--- src/rtl/stub_ro_pkg.sv ---
package stub_ro_pkg;
  localparam int unsigned STUB_BITS_DEF = 127;
  localparam int unsigned DROP_W_DEF    = 8;

  // Operation applied to both shift registers in a cycle
  typedef enum logic [1:0] {
    SR_HOLD  = 2'd0,
    SR_LOAD  = 2'd1,
    SR_SHIFT = 2'd2,
    SR_CLEAR = 2'd3
  } sr_op_e;
endpackage

--- src/rtl/stub_ro_data_sr.sv ---
module stub_ro_data_sr
  import stub_ro_pkg::*;
#(
  parameter int unsigned NB = STUB_BITS_DEF
) (
  input  logic          clk,
  input  sr_op_e        op,
  input  logic [NB-1:0] vec,
  output logic          line
);
  localparam int unsigned FW = NB + 1;

  logic [FW-1:0] frame_q;

  always_ff @(posedge clk) begin
    unique case (op)
      SR_LOAD:  frame_q <= {vec, 1'b1};
      SR_SHIFT: frame_q <= {1'b0, frame_q[FW-1:1]};
      SR_CLEAR: frame_q <= '0;
      default:  frame_q <= frame_q;
    endcase
  end

  assign line = frame_q[0];
endmodule

--- src/rtl/stub_ro_shadow_sr.sv ---
module stub_ro_shadow_sr
  import stub_ro_pkg::*;
#(
  parameter int unsigned NB = STUB_BITS_DEF
) (
  input  logic   clk,
  input  sr_op_e op,
  output logic   active
);
  localparam int unsigned FW = NB + 1;

  logic [FW-1:0] mark_q;

  always_ff @(posedge clk) begin
    unique case (op)
      SR_LOAD:  mark_q <= {1'b1, {(FW-1){1'b0}}};
      SR_SHIFT: mark_q <= {1'b0, mark_q[FW-1:1]};
      SR_CLEAR: mark_q <= '0;
      default:  mark_q <= mark_q;
    endcase
  end

  assign active = |mark_q;
endmodule

--- src/rtl/stub_ro_drop_ctr.sv ---
module stub_ro_drop_ctr #(
  parameter int unsigned DW = stub_ro_pkg::DROP_W_DEF
) (
  input  logic          clk,
  input  logic          rst,
  input  logic          inc,
  output logic [DW-1:0] count
);
  always_ff @(posedge clk) begin
    if (rst)
      count <= '0;
    else if (inc && (count != {DW{1'b1}}))
      count <= count + 1'b1;
  end
endmodule

--- src/rtl/stub_serial_readout.sv ---
module stub_serial_readout
  import stub_ro_pkg::*;
#(
  parameter int unsigned NB = STUB_BITS_DEF,
  parameter int unsigned DW = DROP_W_DEF
) (
  input  logic          clk,
  input  logic          rst,
  input  logic          enable,
  input  logic [NB-1:0] stub_vec,
  output logic          ser_out,
  output logic          busy,
  output logic [DW-1:0] drop_count
);
  logic   any_stub;
  logic   drop_inc;
  sr_op_e op;

  assign any_stub = |stub_vec;

  always_comb begin
    if (rst || !enable)
      op = SR_CLEAR;
    else if (busy)
      op = SR_SHIFT;
    else if (any_stub)
      op = SR_LOAD;
    else
      op = SR_HOLD;
  end

  assign drop_inc = enable && busy && any_stub;

  stub_ro_data_sr #(.NB(NB)) u_data (
    .clk  (clk),
    .op   (op),
    .vec  (stub_vec),
    .line (ser_out)
  );

  stub_ro_shadow_sr #(.NB(NB)) u_shadow (
    .clk    (clk),
    .op     (op),
    .active (busy)
  );

  stub_ro_drop_ctr #(.DW(DW)) u_drop (
    .clk   (clk),
    .rst   (rst),
    .inc   (drop_inc),
    .count (drop_count)
  );
endmodule

--- config.mk ---
export PLATFORM = sky130hd
export DESIGN_NAME = stub_serial_readout
export DESIGN_NICKNAME = d
export VERILOG_FILES = /design/src/rtl/stub_ro_pkg.sv /design/src/rtl/stub_ro_data_sr.sv /design/src/rtl/stub_ro_shadow_sr.sv /design/src/rtl/stub_ro_drop_ctr.sv /design/src/rtl/stub_serial_readout.sv
export SDC_FILE = /design/constraint.sdc
export NUM_CORES = 1
export LEC_CHECK = 0
export ABC_AREA = 1
export BUFFER_PORTS_ARGS = -buffer_cell sky130_fd_sc_hd__clkbuf_2
export CORE_MARGIN = 2
export CORE_UTILIZATION = 55
export DETAILED_ROUTE_END_ITERATION = 8
export PLACE_DENSITY = 0.86
export SLEW_MARGIN = 10
export SYNTH_ARGS = -nofsm -noshare
export SYNTH_HDL_FRONTEND = slang
export SYNTH_SLANG_ARGS = --single-unit
--- constraint.sdc ---
create_clock -name clk -period 12.5 [get_ports clk]
set_input_delay 0.625 -clock clk [delete_from_list [all_inputs] [get_ports clk]]
set_output_delay 0.625 -clock clk [all_outputs]
set_load 0.02 [all_outputs]
### After elaboration in Yosys (flattened, before gate mapping)

Index checks and enable logic that the tools add are counted.

* register bits after elaboration: 264
* input port bits: 130
* logic and storage cells: 21

* add/sub/neg operators: 1
* eq/ne operators: 4
* multiplexer cells: 5
* reductions and logical operators: 8

Operators with widths (count)
* 128-bit case mux with 3 select lines: 2
* 128-bit OR reduction: 1
* 127-bit OR reduction: 1
* 8-bit by 1-bit adder with 8-bit output (second input constant): 1
* 8-bit inequality test (second input constant): 1
* 2-bit equality test (second input constant): 2
* 2-bit 2-to-1 mux: 2
* 1-bit logical AND: 3
* 3-bit nonzero test: 1
* 2-bit by 1-bit equality test with 1-bit output (second input constant): 1
* 1-bit zero test: 1
* 1-bit logical OR: 1
* 1-bit 2-to-1 mux: 1

### Logic depth before layout (Yosys ltp)

* word-level depth: 6
* gate-level depth with buffers: 13

### Modules after synthesis

A second synthesis with hierarchy kept.

* cells, all modules: 1272
* area total of the unflattened synthesis: 11994.0 sq um

Modules (own cells, without submodules)
* stub_ro_data_sr: instances 1, cells each 554, area an instance 5674.2 sq um
* stub_ro_shadow_sr: instances 1, cells each 506, area an instance 5327.6 sq um
* stub_serial_readout: instances 1, cells each 135, area an instance 508.0 sq um
* stub_ro_drop_ctr: instances 1, cells each 77, area an instance 484.2 sq um

### Least setup slack after synthesis

OpenSTA, ideal clock, no wires.

* path kind: reg-to-reg
* start point: reg u_shadow.mark_q[4]
* end point: reg u_data.frame_q[0], enable pin
* arrival time: 7111 ps
* slack: 2791 ps
* stages on the path, launching flop included: 12
* buffers on the path: 1
* clock period less this slack: 9709 ps
* path through: edfxtp_1 nor2_1 nand2_1 nor2_1 nand2_1 nor2_1 nand2_1 nor2_4 nand2_2 inv_2 buf_2 nand3_1

* longest elaborated chain between the ends: 5
* elaborated cells on any way between the ends: 7

RTL lines
* from (decl): line stub_ro_shadow_sr.sv:12 `logic [FW-1:0] mark_q;`
* from (signal assigned): line stub_ro_shadow_sr.sv:16 `SR_LOAD: mark_q <= {1'b1, {(FW-1){1'b0}}};`
* from (signal assigned): line stub_ro_shadow_sr.sv:17 `SR_SHIFT: mark_q <= {1'b0, mark_q[FW-1:1]};`
* from (signal assigned): line stub_ro_shadow_sr.sv:19 `default: mark_q <= mark_q;`
* 128-bit OR reduction *: line stub_ro_shadow_sr.sv:23 `assign active = |mark_q;`
* 2-bit 2-to-1 mux *: line stub_serial_readout.sv:24 `else if (busy)`
* 2-bit 2-to-1 mux *: line stub_serial_readout.sv:22 `if (rst || !enable)`
* 2-bit by 1-bit equality test with 1-bit output or 2-bit equality test (tied branches): line stub_ro_data_sr.sv:16 `unique case (op)`
* 3-bit nonzero test (no source line) *
* to (signal assigned): line stub_ro_data_sr.sv:17 `SR_LOAD: frame_q <= {vec, 1'b1};`
* to (signal assigned): line stub_ro_data_sr.sv:18 `SR_SHIFT: frame_q <= {1'b0, frame_q[FW-1:1]};`
* to (signal assigned): line stub_ro_data_sr.sv:20 `default: frame_q <= frame_q;`
* to (decl): line stub_ro_data_sr.sv:13 `logic [FW-1:0] frame_q;`

Mark *: on every way between the ends. The rest lies on a longest branch, timed or not.
A chain may end at the register's enable or synchronous reset.

### Worst setup path in the final report

* start point: reg u_shadow.mark_q[9]
* end point: reg u_data.frame_q[98], enable pin

The elaborated chain is that of the path after synthesis.

==> results_dict.tcl <==
set metrics [dict create \
    path_max_fanout 89 \
    clk_pin_slew_worst_paths_ns 0.07 \
    htreeDepth 1 \
    cts_hold_buffers 0 \
    finalSetupTns_ns 0 \
    status "finished, final reports clean" \
    post-synth-top-area-fraction 0.672 \
    synth_mux_area_frac 0 \
    arrival_ns 3.98 \
    grt_max_degree 108 \
    ys_ff_latch 264 \
    dieArea_um2 22000 \
    hold_class "primary input to flip-flop" \
    synth_fa_ha_area_frac 0.00109 \
    cp.required_ns 12.62 \
    drv_cap 0 \
    cts_sinks 264 \
    cts_tree "yes" \
    grt_setup_unrepaired "no" \
    fmax_mhz 259 \
    synthesis.area_um2 11400 \
    ioPinCount 140 \
    grt_pass1_wl_um 37800 \
    clk_path_buf_depth 3 \
    coreArea_um2 20300 \
    area_growth_pct 14.8 \
    start_util 0.563 \
    synth-compound-area-share 0.0900 \
    drc 0 \
    timing.final.crit_period_ns 3.86 \
    grt_pass1_vias 7697 \
    yosysSeqAreaShare 0.686 \
    r2r_end "u_data.frame_q[98]" \
    rows 52 \
    nets 1284 \
    irDropWorstVdd_v 0.000121 \
    whs_path_depth 2 \
    relSlewSlack 0.234 \
    track_usage 0.214 \
    p_leak_uw 0.00551 \
    place.gp.congestion 0.797 \
    crit_path_start_kind "flip-flop" \
    dp_hpwl_um 14900 \
    synth-simple-area-share 0.146 \
    finalCritPeriodShare 0.309 \
    dp_cells 1396 \
    cp-end-kind "flip-flop" \
    yosysWarningCount 0 \
    clockRootBuffer "clkbuf_16" \
    ys_types 19 \
    dpl_cell_area_um2 12300 \
    worst_pin_slew_ns 1.15 \
    hold_viol 0 \
    finClkSkew_ns 0.0280 \
    fp.dieW_um 148 \
    synth_top_cell_by_area "edfxtp_1" \
    synth_top_family_by_area "simple AND/OR/NAND/NOR gates" \
    design_area_um2 13100 \
    clock_latency_ns 0.54 \
    synth-xor-area-share 0.000766 \
    io_buffers 139 \
    path_class "flip-flop to flip-flop" \
    reg2reg_slack_ns 8.64 \
    slew_violations 0 \
    holdPathEnd "u_data.frame_q[125]" \
    reg2reg_depth 11 \
    insertedDiodeCount 0 \
    die_h_um 148 \
    avgSynthCellArea_um2 11.2 \
    antenna_found_initial 0 \
    firstDrtPassIters 6 \
    routedWlPerCell_um 16.4 \
    hp-start "stub_vec[124]" \
    syn_nets 1154 \
    powerDensity_nw_per_um2 140 \
    wl_um 23600 \
    drtAntennaViolNets 0 \
    first_iter_violations 722 \
    synth_area_leaders "edfxtp_1 67%, nor2_1 8.8%, a22o_1 8.1%" \
    setup_viol 0 \
    vias 7748 \
    avgViaCountPerCell 5.38 \
    layout-drive-gt1-share 0.161 \
    final_cells 1441 \
    gr-total-overflow 0 \
    r2r_start "u_shadow.mark_q[9]" \
    ctsResizeCount 0 \
    postCtsSetupBuffers 0 \
    numCtsBuffers 25 \
    netlist_instances 1023 \
    whs_ns 0.393 \
]
[worst max-delay path: stages, from the launching register on]
cell and delay, ns:
edfxtp_1 0.42, nor2_1 0.15, nand3_1 0.10, nor2_1 0.12, nand2_1 0.06, nor2_1 0.14, nand2_1 0.11, nor2_4 0.17
nand2_2 0.29, clkinv_2 0.16, nand3_4 0.84, buf_4 0.81
[Yosys cell counts (all sizes together)]
cell type / n
inv: 173
xnor2: 1
dfxtp: 8
o21ai: 20
nand2: 96
nand4: 18
nor3: 16
clkbuf: 12
nand3: 17
edfxtp: 256
ha: 1
buf: 29
nor2: 270
a22o: 106
[flip-flops by register name, indices dropped and copies added, names as in the netlist]
signal,count
u_data.frame_q,128
u_drop.count,8
u_shadow.mark_q,128
[worst max-delay path by stage]
stage | from | slack (ns) | endpoint
2_1_floorplan | u_shadow.mark_q[4] | 2.79 | u_data.frame_q[0]
3_3_place_gp | stub_vec[124] | 8.72 | u_data.frame_q[102]
3_5_place_dp | stub_vec[31] | 8.65 | u_data.frame_q[103]
4_1_cts | u_shadow.mark_q[78] | 8.61 | u_data.frame_q[106]
5_1_grt | u_shadow.mark_q[101] | 8.32 | u_data.frame_q[98]
6_report | u_shadow.mark_q[9] | 8.64 | u_data.frame_q[98]
[per-layer routing]
metal | up-vias | GRT usage | share of wire
met2 | 303 | 0.367 | 0.50
met4 | 0 | 0.0557 | 0.018
met3 | 39 | 0.0408 | 0.068
met1 | 3691 | 0.284 | 0.41
li1 | 3715 | - | -
met5 | - | 0 | 0
[cell usage in the layout, fill, tap and decap left out]
cell type,synthesis,routed
a22o_1,106,106
clkbuf_16,0,25
nand3_4,0,1
clkinv_1,0,3
clkbuf_2,0,139
nor3_1,16,16
nor2_1,268,268
clkinvlp_4,0,2
nor2_4,2,2
inv_6,0,1
xnor2_1,1,1
bufinv_16,0,4
clkbuf_1,12,3
nand2_1,95,95
buf_4,3,5
inv_1,171,171
nand3_1,17,16
nand4_1,18,18
dfxtp_1,8,8
o21ai_0,20,20
ha_1,1,1
nand2_2,1,1
clkinv_2,0,9
edfxtp_1,256,256
[cells by family after synthesis]
| kind of cell | after synthesis |
|---|---|
| DFF | 264 |
| and+or+nand+nor | 417 |
| adders and majority gates | 1 |
| AOI/OAI and AO/OA | 126 |
| xor gates and xnor gates | 1 |
| buffers and inverters | 214 |
[per-stage QoR]
step | utilization | total power (µW) | setup slack, ns
2_1_floorplan | - | 1040 | 2.79
3_3_place_gp | 0.606 | 1080 | 8.72
3_5_place_dp | 0.606 | 1080 | 8.65
4_1_cts | 0.647 | 1840 | 8.61
5_1_grt | 0.647 | 1890 | 8.32
6_report | 0.647 | 1840 | 8.64
[layout make-up]
class                           count  area, µm²
Clock inverter                     17        190
Inverter                          173        652
Clock buffer                       28        637
Sequential cell                   264       7850
Multi-Input combinational cell    545       2730
Timing Repair Buffer              144        733
Fill cell                        1461       7170
Tap cell                          270        338
[power by group]
group / internal (µW) / switching (µW)
Sequential: 980 / 7.33
Combinational: 31.5 / 42.1
Clock: 450 / 326
Total: 1460 / 375
No activity file was read; power rests on OpenSTA's default activity.
